$ cat src/rtl/sbf_pkg.sv
package sbf_pkg;
  localparam int unsigned BYTE_W = 8;
  localparam int unsigned REPS   = 3;
  localparam logic [7:0]  A1_CODE = 8'hF6;
  localparam logic [7:0]  A2_CODE = 8'h28;

  // Hunt permission: held high, or released in this very cycle.
  function automatic logic hunt_gate(input logic oof_now, input logic oof_prev);
    return oof_now | (oof_prev & ~oof_now);
  endfunction

  // Lane 0 is the oldest byte of the window; the first REPS lanes carry A1.
  function automatic logic [7:0] lane_code(input int unsigned lane, input int unsigned reps,
                                           input logic [7:0] a1, input logic [7:0] a2);
    return (lane < reps) ? a1 : a2;
  endfunction
endpackage

$ cat src/rtl/sbf_shift_window.sv
module sbf_shift_window #(
  parameter int unsigned WIN_W = 48
) (
  input  logic             clk,
  input  logic             rst,
  input  logic             din,
  output logic [WIN_W-1:0] win
);
  always_ff @(posedge clk) begin
    if (rst) win <= '0;
    else     win <= {win[WIN_W-2:0], din};
  end
endmodule

$ cat src/rtl/sbf_pattern_cmp.sv
module sbf_pattern_cmp #(
  parameter int unsigned BYTE_W = 8,
  parameter int unsigned REPS   = 3,
  parameter logic [7:0]  A1     = 8'hF6,
  parameter logic [7:0]  A2     = 8'h28,
  localparam int unsigned LANES = 2 * REPS,
  localparam int unsigned WIN_W = LANES * BYTE_W
) (
  input  logic [WIN_W-1:0] win,
  output logic             hit
);
  logic [LANES-1:0] lane_ok;
  for (genvar k = 0; k < LANES; k++) begin : g_lane
    assign lane_ok[k] = (win[WIN_W-1-k*BYTE_W -: BYTE_W] ==
                         BYTE_W'(sbf_pkg::lane_code(k, REPS, A1, A2)));
  end
  assign hit = &lane_ok;
endmodule

$ cat src/rtl/sbf_phase_ctr.sv
module sbf_phase_ctr #(
  parameter int unsigned BYTE_W = 8,
  localparam int unsigned PH_W = $clog2(BYTE_W)
) (
  input  logic clk,
  input  logic rst,
  input  logic realign,
  output logic boundary
);
  localparam logic [PH_W-1:0] LAST = PH_W'(BYTE_W - 1);
  logic [PH_W-1:0] ph;

  assign boundary = (ph == LAST) | realign;

  always_ff @(posedge clk) begin
    if (rst)           ph <= '0;
    else if (boundary) ph <= '0;
    else               ph <= ph + 1'b1;
  end
endmodule

$ cat src/rtl/sonet_byte_framer.sv
module sonet_byte_framer #(
  parameter int unsigned BYTE_W = sbf_pkg::BYTE_W,
  parameter int unsigned REPS   = sbf_pkg::REPS,
  parameter logic [7:0]  A1     = sbf_pkg::A1_CODE,
  parameter logic [7:0]  A2     = sbf_pkg::A2_CODE
) (
  input  logic              clk,
  input  logic              rst,
  input  logic              ser_in,
  input  logic              out_of_frame,
  input  logic              loss_of_signal,
  output logic [BYTE_W-1:0] byte_out,
  output logic              byte_stb,
  output logic              frame_pulse
);
  localparam int unsigned WIN_W = 2 * REPS * BYTE_W;

  logic [WIN_W-1:0]  win;
  logic              hit;
  logic              oof_q;
  logic              gate;
  logic              realign;
  logic              boundary;
  logic [BYTE_W-1:0] out_q;
  logic              stb_q;
  logic              fp_q;

  sbf_shift_window #(.WIN_W(WIN_W)) win_i (
    .clk(clk), .rst(rst), .din(ser_in), .win(win)
  );

  sbf_pattern_cmp #(.BYTE_W(BYTE_W), .REPS(REPS), .A1(A1), .A2(A2)) cmp_i (
    .win(win), .hit(hit)
  );

  assign gate    = sbf_pkg::hunt_gate(out_of_frame, oof_q);
  assign realign = hit & gate;

  sbf_phase_ctr #(.BYTE_W(BYTE_W)) ph_i (
    .clk(clk), .rst(rst), .realign(realign), .boundary(boundary)
  );

  always_ff @(posedge clk) begin
    if (rst) begin
      oof_q <= 1'b0;
      out_q <= '0;
      stb_q <= 1'b0;
      fp_q  <= 1'b0;
    end else begin
      oof_q <= out_of_frame;
      stb_q <= boundary;
      if (boundary) begin
        out_q <= win[BYTE_W-1:0];
        fp_q  <= realign;
      end
    end
  end

  assign byte_out    = loss_of_signal ? '0 : out_q;
  assign byte_stb    = stb_q;
  assign frame_pulse = fp_q;
endmodule

$ cat config.mk
export PLATFORM = sky130hd
export DESIGN_NAME = sonet_byte_framer
export DESIGN_NICKNAME = d
export VERILOG_FILES = /design/src/rtl/sbf_pkg.sv /design/src/rtl/sbf_shift_window.sv /design/src/rtl/sbf_pattern_cmp.sv /design/src/rtl/sbf_phase_ctr.sv /design/src/rtl/sonet_byte_framer.sv
export SDC_FILE = /design/constraint.sdc
export NUM_CORES = 1
export LEC_CHECK = 0
export BUFFER_PORTS_ARGS = -buffer_cell sky130_fd_sc_hd__clkbuf_2
export CAP_MARGIN = 15
export CORE_MARGIN = 2
export CORE_UTILIZATION = 51
export DETAILED_ROUTE_END_ITERATION = 8
export PLACE_DENSITY = 0.8
export RECOVER_POWER = 25
export SLEW_MARGIN = 30
export SYNTH_ARGS = -nofsm -noshare
export SYNTH_HDL_FRONTEND = slang
export SYNTH_SLANG_ARGS = --single-unit
$ cat constraint.sdc
create_clock -name clk -period 2.25 [get_ports clk]
set_input_delay 0.3375 -clock clk [delete_from_list [all_inputs] [get_ports clk]]
set_output_delay 0.3375 -clock clk [all_outputs]
set_load 0.005 [all_outputs]
# Yosys cells after proc, flatten, opt, wreduce, memory -nomap -nowiden
# Index checks and enable logic that the tools add are counted.
[op_classes]
n_addsub = 1
n_eq_ne = 7
mux = 1
n_bitwise = 5
reduce_logical = 2
[op_table]
columns = ["operator", "n"]
rows = [
  ["8-bit by 6-bit == test with 1-bit output (second input constant)", 3],
  ["8-bit == test (second input constant)", 3],
  ["8-bit two-way mux", 1],
  ["6-bit AND reduction", 1],
  ["3-bit by 1-bit adder with 3-bit output (second input constant)", 1],
  ["3-bit == test (second input constant)", 1],
  ["1-bit AND", 2],
  ["1-bit OR", 2],
  ["2-bit OR reduction", 1],
  ["1-bit inverter", 1],
]
[word_totals]
regBits = 62
out_inout_bits = 10

# Depth between registers and ports, before layout
[logic_depth]
ltp_word = 6
ltp_mapped = 6
ltp_nobuf = 5

# Cells and area by module
# Synthesis repeated with hierarchy kept, for this count alone.
[hier_totals]
hier_cells = 169
hier_area_um2 = 2009.4
[modules_own_cells]
columns = ["mod", "instances", "cells_each", "area_per_inst_um2"]
rows = [
  ["sbf_shift_window", 1, 101, 1305.0],
  ["sonet_byte_framer", 1, 42, 450.4],
  ["sbf_pattern_cmp", 1, 17, 138.9],
  ["sbf_phase_ctr", 1, 9, 115.1],
]

# Least setup slack after synthesis
# OpenSTA, ideal clock, no wires.
[synth_timing]
path_kind = "register -> register"
startpoint = "register win_i.win[0]"
endpoint = "register out_q[3]"
setup_ps = 117
arrival_time_ps = 2056
required_ps = 2133
slack_ps = 77
stages_incl_launch_ff = 5
path_cell_list = "dfxtp_1 -> or4_1 -> or4_1 -> or4_4 -> a32o_1"
[synth_via]
elab_chain_len = 4
[synth_rtl]
columns = ["item", "line", "rtl"]
rows = [
  ["start, declared", "sbf_shift_window.sv:7", "output logic [WIN_W-1:0] win"],
  ["start signal, assigned", "sbf_shift_window.sv:11", "else win <= {win[WIN_W-2:0], din};"],
  ["8-bit by 6-bit == test with 1-bit output", "sbf_pattern_cmp.sv:14", "assign lane_ok[k] = (win[WIN_W-1-k*BYTE_W -: BYTE_W] =="],
  ["6-bit AND reduction", "sbf_pattern_cmp.sv:17", "assign hit = &lane_ok;"],
  ["1-bit AND", "sonet_byte_framer.sv:37", "assign realign = hit & gate;"],
  ["1-bit OR", "sbf_phase_ctr.sv:13", "assign boundary = (ph == LAST) | realign;"],
  ["end signal, assigned", "sonet_byte_framer.sv:53", "out_q <= win[BYTE_W-1:0];"],
  ["end, declared", "sonet_byte_framer.sv:24", "logic [BYTE_W-1:0] out_q;"],
]
# Every way passes these cells.
# A chain may end at the register's enable or synchronous reset.

# Worst setup path in the final report
[layout_timing]
startpoint = "register win_i.win[0]"
endpoint = "register out_q[5]"
# The elaborated chain is that of the path after synthesis.

==> results_dict.tcl <==
set metrics [dict create \
    drt_pass1_iterations 4 \
    num_antenna_cells 0 \
    grt_start_max_net_pins 61 \
    detailroute.via_count 1273 \
    clock_sink_count 62 \
    die_y_um 66.1 \
    clk_latency_ns 0.33 \
    fmax_mhz 451 \
    coreArea_sq_mm 0.00369 \
    final-hold-violation-count 0 \
    syn_avg_cell_area_sq_um 11.2 \
    netlist_top_cells_area "sky130_fd_sc_hd__dfxtp_1 (63%), sky130_fd_sc_hd__nor2b_1 (16%), sky130_fd_sc_hd__o31ai_1 (2.3%)" \
    run_status "complete, no violations" \
    yosysUniqueCellTypes 26 \
    setup_viol 0 \
    ys_ff_latch 62 \
    drt.antenna.violating_nets 0 \
    slew_viol_final 0 \
    globalRoute.totalOverflow 0 \
    critical_path.max_fanout 4 \
    path_buf_inv 0 \
    ios 15 \
    slew_headroom 0.269 \
    route.detailed.wl_per_inst_um 13.7 \
    layout-drive-gt1-share 0.178 \
    cts_tree "done" \
    layout_worst_path_cycle_share 0.985 \
    crit_top_cell "sky130_fd_sc_hd__or4_4" \
    syn_area_sq_mm 0.00196 \
    place.port_buffers 14 \
    die_w_um 66.1 \
    mappedNetlistNets 183 \
    endpoint_required_time_on_the_critical_path_ns 2.47 \
    crit_path_max_cell_delay_ns 0.53 \
    yosys.area.top_type "sky130_fd_sc_hd__dfxtp_1" \
    power_density_mw_per_mm2 983 \
    grt_first_pass_wirelength_mm 5.75 \
    worst-slew-pin-transition_ns 1.10 \
    crit_path_start_kind "register" \
    drv.max_cap_violation_count 0 \
    timing.setup.critical_path_class "reg -> reg" \
    grt_pass1_vias 1251 \
    rsz0062_at_grt "no" \
    critical-path-top-delay-family "simple AND/OR/NAND/NOR gates" \
    crit_path_cell_trace "or4_4 > or4_4 > or4_4 > a32o_1" \
    initial_utilization 0.533 \
    synth_warnings 0 \
    track_usage 0.185 \
    final_nets 204 \
    syn2layout_area_growth_pct 18.6 \
    die-area_sq_mm 0.00436 \
    worstPathArrival_ns 2.44 \
    min_tclk_post_route_ns 2.22 \
    synth_adder_area_share 0.0127 \
    ys_seq_area_frac 0.632 \
    placementRows 22 \
    avgViaCountPerCell 5.09 \
    synth_simple_gate_area_share 0.276 \
    cts_made_buffers 9 \
    detail_route.drc_violations 0 \
    cp-end-kind "register" \
    leakage_nw 0.919 \
    synth_top_family_by_area "simple AND/OR/NAND/NOR gates" \
    cts.path.max_buffers 2 \
    report.power.total_mw 2.29 \
    gpl.final_weighted_congestion 0.822 \
    finalClockSkew_ns 0.00912 \
    holdCritPathClass "in -> reg" \
    dpl.hpwl_mm 2.29 \
    drt-initial-drc-count 84 \
    syn_inst_count 176 \
    yosys.area_share.xor_xnor 0 \
    htree_levels 3 \
    synth_top_cell_area_share 0.632 \
    cts_root_buffer "sky130_fd_sc_hd__clkbuf_8" \
    worst_ir_drop_vdd_mv 0.694 \
    grt_antenna_before_repair 0 \
    synth.mux.area_fraction 0 \
    detail_route.wirelength_mm 3.43 \
    cts_clk_pin_slew_worst_paths_ns 0.07 \
    critical-path-slowest-cell "sky130_fd_sc_hd__or4_4" \
    synth_compound_area_frac 0.0490 \
    finalCoreUtilization 0.632 \
]
==> registers in the layout, summed over array words and instances (netlist names) <==
name,cells
frame_pulse,1
ph_i.ph,3
byte_stb,1
oof_q,1
win_i.win,48
out_q,8
==> metal layers <==
| metal | vias up | share of wire | wire length [um] | global-route usage |
|---|---|---|---|---|
| met5 | - | 0 | 0 | 0 |
| met2 | 29 | 0.47 | 1620 | 0.278 |
| met3 | 12 | 0.046 | 159 | 0.0750 |
| li1 | 635 | - | - | - |
| met1 | 597 | 0.45 | 1550 | 0.213 |
| met4 | 0 | 0.029 | 101 | 0.128 |
==> power by group <==
group | internal [mW] | leakage (nW) | switching, mW | total (mW)
registers | 1.11 | 0.501 | 0.00397 | 1.11
logic | 0.0130 | 0.305 | 0.0261 | 0.0391
clock network | 0.734 | 0.112 | 0.407 | 1.14
==> repair_timing <==
| action | in CTS | in global routing |
|---|---|---|
| setup endpoints to repair | 2 | 2 |
| pin swaps | 3 | 1 |
| gates resized for setup | 3 | 0 |
| buffers inserted | 1 | 0 |
| hold buffers | 0 | 0 |
==> Yosys cell counts <==
library cell,count
sky130_fd_sc_hd__nand4_1,2
sky130_fd_sc_hd__o31ai_1,6
sky130_fd_sc_hd__nor4_1,1
sky130_fd_sc_hd__buf_4,1
sky130_fd_sc_hd__clkinv_1,1
sky130_fd_sc_hd__ha_1,2
sky130_fd_sc_hd__and3_1,2
sky130_fd_sc_hd__a21oi_1,2
sky130_fd_sc_hd__nor2b_1,51
sky130_fd_sc_hd__dfxtp_1,62
sky130_fd_sc_hd__nor3_1,1
sky130_fd_sc_hd__o21ai_0,1
sky130_fd_sc_hd__nand4b_1,2
sky130_fd_sc_hd__nor4b_1,3
sky130_fd_sc_hd__or4_4,1
sky130_fd_sc_hd__nor2_1,6
sky130_fd_sc_hd__or4_1,2
sky130_fd_sc_hd__nor4bb_1,1
sky130_fd_sc_hd__o41ai_2,1
sky130_fd_sc_hd__nand2_1,1
sky130_fd_sc_hd__nor3b_1,2
sky130_fd_sc_hd__nand3_1,7
sky130_fd_sc_hd__clkbuf_1,6
sky130_fd_sc_hd__a32o_1,2
sky130_fd_sc_hd__and4b_1,3
sky130_fd_sc_hd__inv_1,7
==> through the flow <==
step | hold WS [ns] | area (sq um) | instances | setup WS [ns] | setup TNS (ns)
after CTS | 0.228 | 2330 | 250 | 0.00242 | 0
after global routing | 0.224 | 2330 | 250 | 0.00350 | 0
final | 0.246 | 2330 | 250 | 0.0327 | 0
after floorplan | 0.404 | 1960 | 176 | 0.0768 | 0
after global placement | 0.415 | 2080 | 233 | 0.0345 | 0
after detailed placement | 0.430 | 2080 | 233 | -0.0668 | -0.116
==> worst paths after layout <==
check,from,end,slack [ns],cells after the start
worst max-delay path,win_i.win[0]$_SDFF_PP0_,out_q[5]$_SDFFE_PP0P_,0.03,4
worst min-delay path,out_of_frame,oof_q$_SDFF_PP0_,0.25,2
worst max register to register,win_i.win[0]$_SDFF_PP0_,out_q[5]$_SDFFE_PP0P_,0.03,4
worst min register to register,ph_i.ph[0]$_SDFF_PP0_,ph_i.ph[0]$_SDFF_PP0_,0.43,1
==> final cells by class <==
cell class	instances	area, sq um
Clock buffer	10	128
Inverter	8	30.0
Timing Repair Buffer	17	88.8
Clock inverter	6	110
Sequential cell	62	1240
Multi-Input combinational cell	99	671
Tap cell	48	60.1
Fill cell	313	1360
==> placed cells by master (no fill, tap or decap) <==
cell type / Yosys / final
sky130_fd_sc_hd__o31ai_1: 6 / 6
sky130_fd_sc_hd__nand4b_1: 2 / 2
sky130_fd_sc_hd__nor2_1: 6 / 6
sky130_fd_sc_hd__dfxtp_1: 62 / 61
sky130_fd_sc_hd__a32o_1: 2 / 2
sky130_fd_sc_hd__and3_1: 2 / 2
sky130_fd_sc_hd__clkinvlp_4: 0 / 2
sky130_fd_sc_hd__clkbuf_8: 0 / 9
sky130_fd_sc_hd__buf_4: 1 / 2
sky130_fd_sc_hd__nor3b_1: 2 / 2
sky130_fd_sc_hd__clkinv_1: 1 / 1
sky130_fd_sc_hd__ha_1: 2 / 2
sky130_fd_sc_hd__clkbuf_2: 0 / 14
sky130_fd_sc_hd__o21ai_0: 1 / 1
sky130_fd_sc_hd__nor2b_1: 51 / 51
sky130_fd_sc_hd__o41ai_2: 1 / 1
sky130_fd_sc_hd__nor4_1: 1 / 1
sky130_fd_sc_hd__nand2_1: 1 / 1
sky130_fd_sc_hd__nand3_1: 7 / 7
sky130_fd_sc_hd__nor3_1: 1 / 1
sky130_fd_sc_hd__a21oi_1: 2 / 2
sky130_fd_sc_hd__bufinv_16: 0 / 3
sky130_fd_sc_hd__and4b_1: 3 / 3
sky130_fd_sc_hd__dfxtp_2: 0 / 1
sky130_fd_sc_hd__nor4bb_1: 1 / 1
sky130_fd_sc_hd__or4_4: 1 / 3
sky130_fd_sc_hd__nor4b_1: 3 / 3
sky130_fd_sc_hd__clkinv_2: 0 / 1
sky130_fd_sc_hd__nand4_1: 2 / 2
sky130_fd_sc_hd__clkbuf_1: 6 / 2
sky130_fd_sc_hd__inv_1: 7 / 7
==> worst register-to-register path, stage by stage, from the launching register on <==
cell                      delay [ns]
sky130_fd_sc_hd__dfxtp_2        0.32
sky130_fd_sc_hd__or4_4          0.53
sky130_fd_sc_hd__or4_4          0.50
sky130_fd_sc_hd__or4_4          0.53
sky130_fd_sc_hd__a32o_1         0.23
==> kinds of logic after synthesis <==
kind of cell             Yosys count
AO/OA/AOI/OAI                     12
adder cells (fa/ha/maj)            2
buffers and inverters             15
flip-flops                        62
AND/OR/NAND/NOR                   85
No activity file was read; power rests on OpenSTA's default activity.
